$ cat config.mk
export PLATFORM = sky130hd
export DESIGN_NAME = host_bus_if
export DESIGN_NICKNAME = d
export VERILOG_FILES = /design/src/rtl/host_bus_pkg.sv /design/src/rtl/hbi_ctrl.sv /design/src/rtl/hbi_datapath.sv /design/src/rtl/host_bus_if.sv
export SDC_FILE = /design/constraint.sdc
export NUM_CORES = 1
export LEC_CHECK = 0
export BUFFER_PORTS_ARGS = -buffer_cell sky130_fd_sc_hd__buf_2
export CORE_ASPECT_RATIO = 0.75
export CORE_MARGIN = 2
export CORE_UTILIZATION = 45
export DETAILED_ROUTE_END_ITERATION = 8
export GPL_TIMING_DRIVEN = 0
export PLACE_DENSITY = 0.73
export SYNTH_ARGS = -nofsm -noshare
export SYNTH_HDL_FRONTEND = slang
export SYNTH_HIERARCHICAL = 1
export SYNTH_SLANG_ARGS = --single-unit
$ cat constraint.sdc
create_clock -name clk -period 4.8 [get_ports clk]
set_input_delay 0.48 -clock clk [delete_from_list [all_inputs] [get_ports clk]]
set_output_delay 0.48 -clock clk [all_outputs]
set_load 0.05 [all_outputs]
$ cat src/rtl/host_bus_pkg.sv
package host_bus_pkg;

  localparam int LINE_W = 5;
  localparam int ARG_W  = 7;

  // Strobes from control to datapath, valid for a single cycle
  typedef struct packed {
    logic             cmdCol;
    logic             cmdLine;
    logic             cmdPage;
    logic             cmdDuty;
    logic             dataWr;
    logic             dataRd;
    logic [ARG_W-1:0] arg;
  } strobe_t;

endpackage

$ cat src/rtl/hbi_ctrl.sv
module hbi_ctrl
  import host_bus_pkg::*;
#(
  parameter int DATA_W = 8
) (
  input  logic              clk,
  input  logic              rstN,
  input  logic              busMode,
  input  logic              regSel,
  input  logic              rwN,
  input  logic              enable,
  input  logic              rdN,
  input  logic              wrN,
  input  logic [DATA_W-1:0] busIn,
  output strobe_t           strb,
  output logic [DATA_W-1:0] wrData,
  output logic              busOe,
  output logic              drvData
);

  // Two sampling stages: stage 1 sees the edge, stage 2 keeps the pre-edge bus
  logic enQ1, enQ2, rdQ1, rdQ2, wrQ1, wrQ2;
  logic rsQ1, rsQ2, rwQ1, rwQ2;
  logic [DATA_W-1:0] dQ1, dQ2;
  logic [7:0] cmdByte;

  always_ff @(posedge clk or negedge rstN) begin
    if (!rstN) begin
      enQ1 <= 1'b0; enQ2 <= 1'b0;
      rdQ1 <= 1'b1; rdQ2 <= 1'b1;
      wrQ1 <= 1'b1; wrQ2 <= 1'b1;
      rsQ1 <= 1'b0; rsQ2 <= 1'b0;
      rwQ1 <= 1'b1; rwQ2 <= 1'b1;
      dQ1  <= '0;   dQ2  <= '0;
    end else begin
      enQ1 <= enable; enQ2 <= enQ1;
      rdQ1 <= rdN;    rdQ2 <= rdQ1;
      wrQ1 <= wrN;    wrQ2 <= wrQ1;
      rsQ1 <= regSel; rsQ2 <= rsQ1;
      rwQ1 <= rwN;    rwQ2 <= rwQ1;
      dQ1  <= busIn;  dQ2  <= dQ1;
    end
  end

  // Command byte: the low byte of the bus, whatever its width
  generate
    if (DATA_W == 8) begin : g_bus8
      assign cmdByte = dQ2;
    end else if (DATA_W == 16) begin : g_bus16
      assign cmdByte = dQ2[7:0];
    end else begin : g_busBad
      $error("hbi_ctrl: DATA_W must be 8 or 16");
      assign cmdByte = dQ2[7:0];
    end
  endgenerate

  logic fallEn, riseWr, riseRd;
  logic isWrite, isRead;

  always_comb begin
    fallEn = !busMode && enQ2 && !enQ1;
    riseWr = busMode && !wrQ2 && wrQ1;
    riseRd = busMode && !rdQ2 && rdQ1;
    if (fallEn) begin
      isWrite = !rwQ2;
      isRead  = rwQ2;
    end else begin
      isWrite = riseWr && !riseRd;
      isRead  = riseRd && !riseWr;
    end
  end

  // Instruction decode
  always_comb begin
    strb        = '0;
    strb.arg    = cmdByte[ARG_W-1:0];
    strb.dataWr = isWrite && rsQ2;
    strb.dataRd = isRead && rsQ2;
    if (isWrite && !rsQ2) begin
      if (!cmdByte[7])                      strb.cmdCol  = 1'b1;
      else if (cmdByte[7:5] == 3'b110)      strb.cmdLine = 1'b1;
      else if (cmdByte[7:2] == 6'b101000)   strb.cmdPage = 1'b1;
      else if (cmdByte[7:1] == 7'b1010010)  strb.cmdDuty = 1'b1;
    end
  end

  assign wrData  = dQ2;
  assign busOe   = busMode ? !rdN : (enable && rwN);
  assign drvData = busOe && regSel;


  edge68_chk: assert property (@(posedge clk) disable iff (!rstN)
    (!busMode && $past(!busMode) && $past(!busMode, 2) &&
     (strb.dataWr || strb.dataRd || strb.cmdCol || strb.cmdLine ||
      strb.cmdPage || strb.cmdDuty))
    |-> (!$past(enable) && $past(enable, 2)));

endmodule

$ cat src/rtl/hbi_datapath.sv
module hbi_datapath
  import host_bus_pkg::*;
#(
  parameter int DATA_W = 8,
  parameter int COLS   = 80,
  parameter int PAGES  = 4,
  localparam int COL_W  = $clog2(COLS),
  localparam int PAGE_W = $clog2(PAGES)
) (
  input  logic              clk,
  input  logic              rstN,
  input  strobe_t           strb,
  input  logic [DATA_W-1:0] wrData,
  input  logic              drvData,
  input  logic [DATA_W-1:0] memRdData,
  output logic [DATA_W-1:0] busOut,
  output logic [PAGE_W-1:0] memPage,
  output logic [COL_W-1:0]  memCol,
  output logic              memWe,
  output logic [DATA_W-1:0] memWrData,
  output logic [LINE_W-1:0] startLine,
  output logic              dutySel
);

  localparam logic [COL_W-1:0] COL_LAST = COL_W'(COLS - 1);

  logic [DATA_W-1:0] rdHold;
  logic              dataAcc;

  assign dataAcc = strb.dataWr || strb.dataRd;

  // Address counter: loaded by command, stepped by data accesses
  always_ff @(posedge clk or negedge rstN) begin
    if (!rstN) begin
      memCol <= '0;
    end else if (strb.cmdCol) begin
      if (int'(strb.arg) > COLS - 1) memCol <= COL_LAST;
      else                           memCol <= COL_W'(strb.arg);
    end else if (dataAcc && memCol != COL_LAST) begin
      memCol <= memCol + COL_W'(1);
    end
  end

  always_ff @(posedge clk or negedge rstN) begin
    if (!rstN) begin
      memPage   <= '0;
      startLine <= '0;
      dutySel   <= 1'b0;
    end else begin
      if (strb.cmdPage && int'(strb.arg[1:0]) < PAGES)
        memPage <= PAGE_W'(strb.arg[1:0]);
      if (strb.cmdLine)
        startLine <= strb.arg[LINE_W-1:0];
      if (strb.cmdDuty)
        dutySel <= strb.arg[0];
    end
  end

  // One-deep read holding register
  always_ff @(posedge clk or negedge rstN) begin
    if (!rstN)            rdHold <= '0;
    else if (strb.dataRd) rdHold <= memRdData;
  end

  assign busOut    = drvData ? rdHold : '0;
  assign memWe     = strb.dataWr;
  assign memWrData = wrData;


  col_limit_chk: assert property (@(posedge clk) disable iff (!rstN)
    memCol <= COL_LAST);


  col_sat_chk: assert property (@(posedge clk) disable iff (!rstN)
    (dataAcc && !strb.cmdCol && memCol == COL_LAST) |=> memCol == COL_LAST);


  col_step_chk: assert property (@(posedge clk) disable iff (!rstN)
    (dataAcc && !strb.cmdCol && memCol != COL_LAST)
    |=> memCol == $past(memCol) + COL_W'(1));


  line_hold_chk: assert property (@(posedge clk) disable iff (!rstN)
    !strb.cmdLine |=> $stable(startLine));

endmodule

$ cat src/rtl/host_bus_if.sv
module host_bus_if
  import host_bus_pkg::*;
#(
  parameter int DATA_W = 8,
  parameter int COLS   = 80,
  parameter int PAGES  = 4,
  localparam int COL_W  = $clog2(COLS),
  localparam int PAGE_W = $clog2(PAGES)
) (
  input  logic              clk,
  input  logic              rstN,
  input  logic              busMode,
  input  logic              regSel,
  input  logic              rwN,
  input  logic              enable,
  input  logic              rdN,
  input  logic              wrN,
  input  logic [DATA_W-1:0] busIn,
  output logic [DATA_W-1:0] busOut,
  output logic              busOe,
  output logic [PAGE_W-1:0] memPage,
  output logic [COL_W-1:0]  memCol,
  output logic              memWe,
  output logic [DATA_W-1:0] memWrData,
  input  logic [DATA_W-1:0] memRdData,
  output logic [LINE_W-1:0] startLine,
  output logic              dutySel
);

  strobe_t           strb;
  logic [DATA_W-1:0] wrData;
  logic              drvData;

  hbi_ctrl #(.DATA_W(DATA_W)) u_ctrl (
    .clk(clk), .rstN(rstN), .busMode(busMode), .regSel(regSel), .rwN(rwN),
    .enable(enable), .rdN(rdN), .wrN(wrN), .busIn(busIn),
    .strb(strb), .wrData(wrData), .busOe(busOe), .drvData(drvData)
  );

  hbi_datapath #(.DATA_W(DATA_W), .COLS(COLS), .PAGES(PAGES)) u_dp (
    .clk(clk), .rstN(rstN), .strb(strb), .wrData(wrData), .drvData(drvData),
    .memRdData(memRdData), .busOut(busOut), .memPage(memPage), .memCol(memCol),
    .memWe(memWe), .memWrData(memWrData), .startLine(startLine),
    .dutySel(dutySel)
  );

endmodule

## After elaboration in Yosys (flattened, before gate mapping)

Cells that the tools add are included.

| storage, ports and cells | value |
|---|---|
| bits in registers | 49 |
| input port bits | 24 |
| output and inout port bits | 33 |

| cells by class | value |
|---|---|
| multiplexer cells | 15 |
| magnitude comparators | 1 |
| add/sub/neg operators | 1 |
| reduce and logical (&&, ||, !) cells | 25 |
| equality and inequality tests | 4 |

Operator list:

| cell | number |
|---|---|
| 2-to-1 mux 7 bit | 3 |
| logical AND 1 bit | 14 |
| zero test 1 bit | 9 |
| 2-to-1 mux 1 bit | 8 |
| 2-to-1 mux 8 bit | 1 |
| adder 7 x 1 -> 7 bit (second input constant) | 1 |
| == test 7 bit (second input constant) | 1 |
| > comparator 7 bit (second input constant) | 1 |
| != test 7 bit (second input constant) | 1 |
| == test 6 bit (second input constant) | 1 |
| 2-to-1 mux 4 bit | 1 |
| == test 3 bit (second input constant) | 1 |
| 2-to-1 mux 3 bit | 1 |
| 2-to-1 mux 2 bit | 1 |
| nonzero test 2 bit | 1 |
| logical OR 1 bit | 1 |

## Depth between registers and ports, before layout

| depth | value |
|---|---|
| word-level depth | 11 |
| gate-level depth with buffers | 7 |

## Modules after synthesis

Netlist, hierarchy kept.

By module, submodules not included:

| module | cells an instance | times used | area each (um^2) |
|---|---|---|---|
| hbi_datapath | 98 | 1 | 1173.6 |
| hbi_ctrl | 53 | 1 | 868.3 |

## Worst setup path after synthesis

OpenSTA, ideal clock, no wires.

| timing path | value |
|---|---|
| path type | in2out |
| from | in busMode |
| to | out busOut[0] |
| setup slack | 2214 ps |
| arrival | 2106 ps |
| stages on the path | 3 |
| cell sequence | mux2i_1 > and2_1 > and2_1 |

| on the way | value |
|---|---|
| word-level cells in the longest chain between the ends | 3 |

RTL lines:

| what | RTL line | RTL |
|---|---|---|
| start: declaration | host_bus_if.sv:12 | `input logic busMode,` |
| 2-to-1 mux 1 bit | hbi_ctrl.sv:88 | `assign busOe = busMode ? !rdN : (enable && rwN);` |
| logical AND 1 bit | hbi_ctrl.sv:89 | `assign drvData = busOe && regSel;` |
| via drvData | host_bus_if.sv:32 | `logic drvData;` |
| 2-to-1 mux 8 bit | hbi_datapath.sv:65 | `assign busOut = drvData ? rdHold : '0;` |
| end: declaration | host_bus_if.sv:19 | `output logic [DATA_W-1:0] busOut,` |

The timed path passes the listed nets, and every way through them passes these cells.

==> results.yml <==
pwr:
  power.clock.fraction_pct: 24.7
  pwr-share-comb_pct: 30.7
  p_int_w: 0.000762
  p_leak_nw: 1.20
  p_sw_share_pct: 36.7
  p_seq_share_pct: 44.6
  switchingPower_w: 0.000442
  vdd_drop_max_mv: 0.338
  power_density_mw_per_mm2: 480
critical_path:
  critPathLaunchType: "flop"
  crit_arrival_ns: 2.28
  rr_endpoint: "u_dp/memCol[6]"
  worstRegToRegCells: 5
  reg2reg_slack_ns: 2.33
  cp_max_fo: 7
  endpoint_kind: "output pin"
  worstSetupPathType: "reg -> out"
  crit_required_ns: 4.32
  rr_startpoint: "u_ctrl/enQ1"
cts:
  cts_tree: "yes"
  cts.clk_slew.worst_paths_ns: 0.09
  clockBufferDepth: 2
  cts_resized: 0
  hold_buffers: 0
  clk_latency_ns: 0.30
  post_cts_buffers: 0
  cts_made_buffers: 5
  cts_num_sinks: 49
  cts_root_buffer: "clkbuf_8"
  htreeDepth: 2
sta:
  relSlewSlack_pct: 31.6
  fin_crit_ns: 2.76
  fmax_mhz: 362
  tightest_slew_ns: 1.03
  clock_skew_ns: 0.00433
  hold_viol: 0
  rsz0062_at_grt: "false"
  setup_viol: 0
  drv_slew: 0
  setup_tns_ns: 0
  finalCritPeriodShare_pct: 57.5
synthesis:
  synth_common_cells: "dfrtp_1, buf_4, mux2_2"
  synth-edff-count: 0
  synthDominantCellAreaShare_pct: 52.7
  synthArstFlopShare_pct: 100
  synth_top_flop_cell: "dfrtp_1"
  ys_warn_count: 6
  ys_seq_area_share_pct: 60.4
  syn_nets: 176
  synth_seq_cells: 49
  synth.distinct_cells: 45
  syn_area_sq_mm: 0.00204
  synthTopCellsByArea: "dfrtp_1, mux2_2, dfstp_2, buf_4, and2_1"
  synth.most_common_cell: "dfrtp_1"
  syn_inst: 151
  syn-mean-instance-area_sq_um: 13.5
  yosys.area.top_type: "dfrtp_1"
min_path:
  whs_endpoint: "u_ctrl/dQ1[7]"
  hold_start: "busIn[7]"
  min-delay-path-class: "in -> reg"
  holdPathStages: 1
drt:
  drcViolationCount: 0
  via_per_inst: 5.09
  vias: 1385
  routedWlPerCell_microns: 13.4
  routed_wl_microns: 3660
  drtIter0Drc: 36
  antenna_left: 0
  firstDrtPassIters: 4
global_routing:
  grt_overflow: 0
  grt_max_degree: 50
  grtUsageMet2_pct: 24.3
  gr-usage-met3_pct: 4.80
  grt_pass1_wl_microns: 6290
  top_usage_layer: "met2"
  grt_antenna_before_repair: 0
  met1_usage_pct: 22.7
  grt_pass1_vias: 1372
  track_usage_pct: 16.2
floorplan:
  dieWidth_microns: 81.8
  rows: 21
  fp.coreArea_sq_mm: 0.00441
  start_util_pct: 46.3
  die_h_microns: 62.3
  dieArea_sq_mm: 0.00510
  pin_count: 57
placed_design:
  finalWeightedCongestion: 0.781
  place_area_sq_mm: 0.00239
  post-dp-hpwl_microns: 2640
  portBuffers: 56
cells_and_area:
  layout.nets: 239
  stdcell_area_sq_mm: 0.00251
  antenna_cells: 0
  layout-drive-gt1-share_pct: 52.6
  areaGrowthSynthToFinish_pct: 22.9
job:
  cap_violations: 0
outcome:
  status: "complete, no violations"
power by group through the flow:
stage                     clock (W)  sequential, W  combinational, W
after floorplan                   0       0.000658          0.000162
after global placement            0       0.000543          0.000366
after detailed placement          0       0.000545          0.000370
after CTS                  0.000310       0.000538          0.000371
after global routing       0.000327       0.000549          0.000399
final                      0.000297       0.000537          0.000370
layer usage:
metal | up-vias | routed length (microns)
met5 | - | 0
met4 | 0 | 44
met3 | 5 | 236
met2 | 40 | 1640
met1 | 682 | 1740
li1 | 658 | -
critical path: stages (launching register included):
cell,delay (ns)
dfrtp_1,0.40
or4b_4,0.52
a21boi_0,0.60
buf_4,0.21
buf_2,0.25
kinds of logic (layout without fill, tap and decap cells):
logic type	after synthesis	count (layout)	share of synthesized area (%)
AND/OR/NAND/NOR	45	45	14.5
adder cells (fa/ha/maj)	1	1	0.613
AO/OA/AOI/OAI	18	18	8.09
multiplexers	17	17	9.31
buffers and inverters	20	84	6.68
flip-flops	49	49	60.4
XOR/XNOR	1	1	0.429
worst max-delay path by stage:
stage / cells past startpoint / endpoint / startpoint / slack, ns
after floorplan: 3 / busOut[0] / busMode / 2.21
after global placement: 6 / u_dp/memCol[6] / busMode / 2.09
after detailed placement: 6 / u_dp/memCol[6] / busMode / 2.09
after CTS: 4 / memWe / u_ctrl/enQ1 / 2.01
after global routing: 4 / memWe / u_ctrl/enQ1 / 1.94
final: 4 / memWe / u_ctrl/enQ1 / 2.04
stage by stage:
stage                     cells  hold slack (ns)  utilization [%]  worst slack (ns)  power, W
after global placement      264            0.332             54.2              2.09  0.000909
after detailed placement    264            0.335             54.2              2.09  0.000915
final                       272            0.282             56.9              2.04   0.00120
after floorplan             151            0.184                -              2.21  0.000820
after global routing        272            0.258             56.9              1.94   0.00128
after CTS                   272            0.265             56.9              2.01   0.00122
layout make-up:
class	count	area, sq um
fill	387	1900
sequential	49	1230
multi-input combinational	82	672
timing repair buffer	56	280
buffer	18	129
tap	57	71.3
clock buffer	5	68.8
clock inverter	3	47.5
inverter	2	7.51
state kept, by name (all words and copies together) (netlist names):
name / count
u_ctrl/rdQ1: 1
u_dp/rdHold: 8
u_ctrl/enQ2: 1
u_dp/startLine: 5
u_ctrl/dQ1: 8
u_ctrl/rsQ1: 1
u_ctrl/wrData: 8
u_ctrl/enQ1: 1
u_dp/memPage: 2
u_ctrl/wrQ1: 1
u_dp/memCol: 7
u_ctrl/rdQ2: 1
u_ctrl/rwQ2: 1
u_ctrl/rsQ2: 1
u_ctrl/wrQ2: 1
u_dp/dutySel: 1
u_ctrl/rwQ1: 1
cell usage in the layout, fill, tap and decap left out, types with 2 or more instances in the layout:
cell      count
nor3_1        8
dfstp_2       6
clkbuf_8      5
nand3_1       3
mux2_2       16
nor3b_1       2
nand2_1       4
o21a_1        2
buf_4        16
o41ai_1       2
dfrtp_1      43
nor2_1        3
o2111a_1      2
or4_1         3
a211oi_1      2
and2_1        9
buf_2        57
inv_6         2
Power figures use the tool's default switching activity.
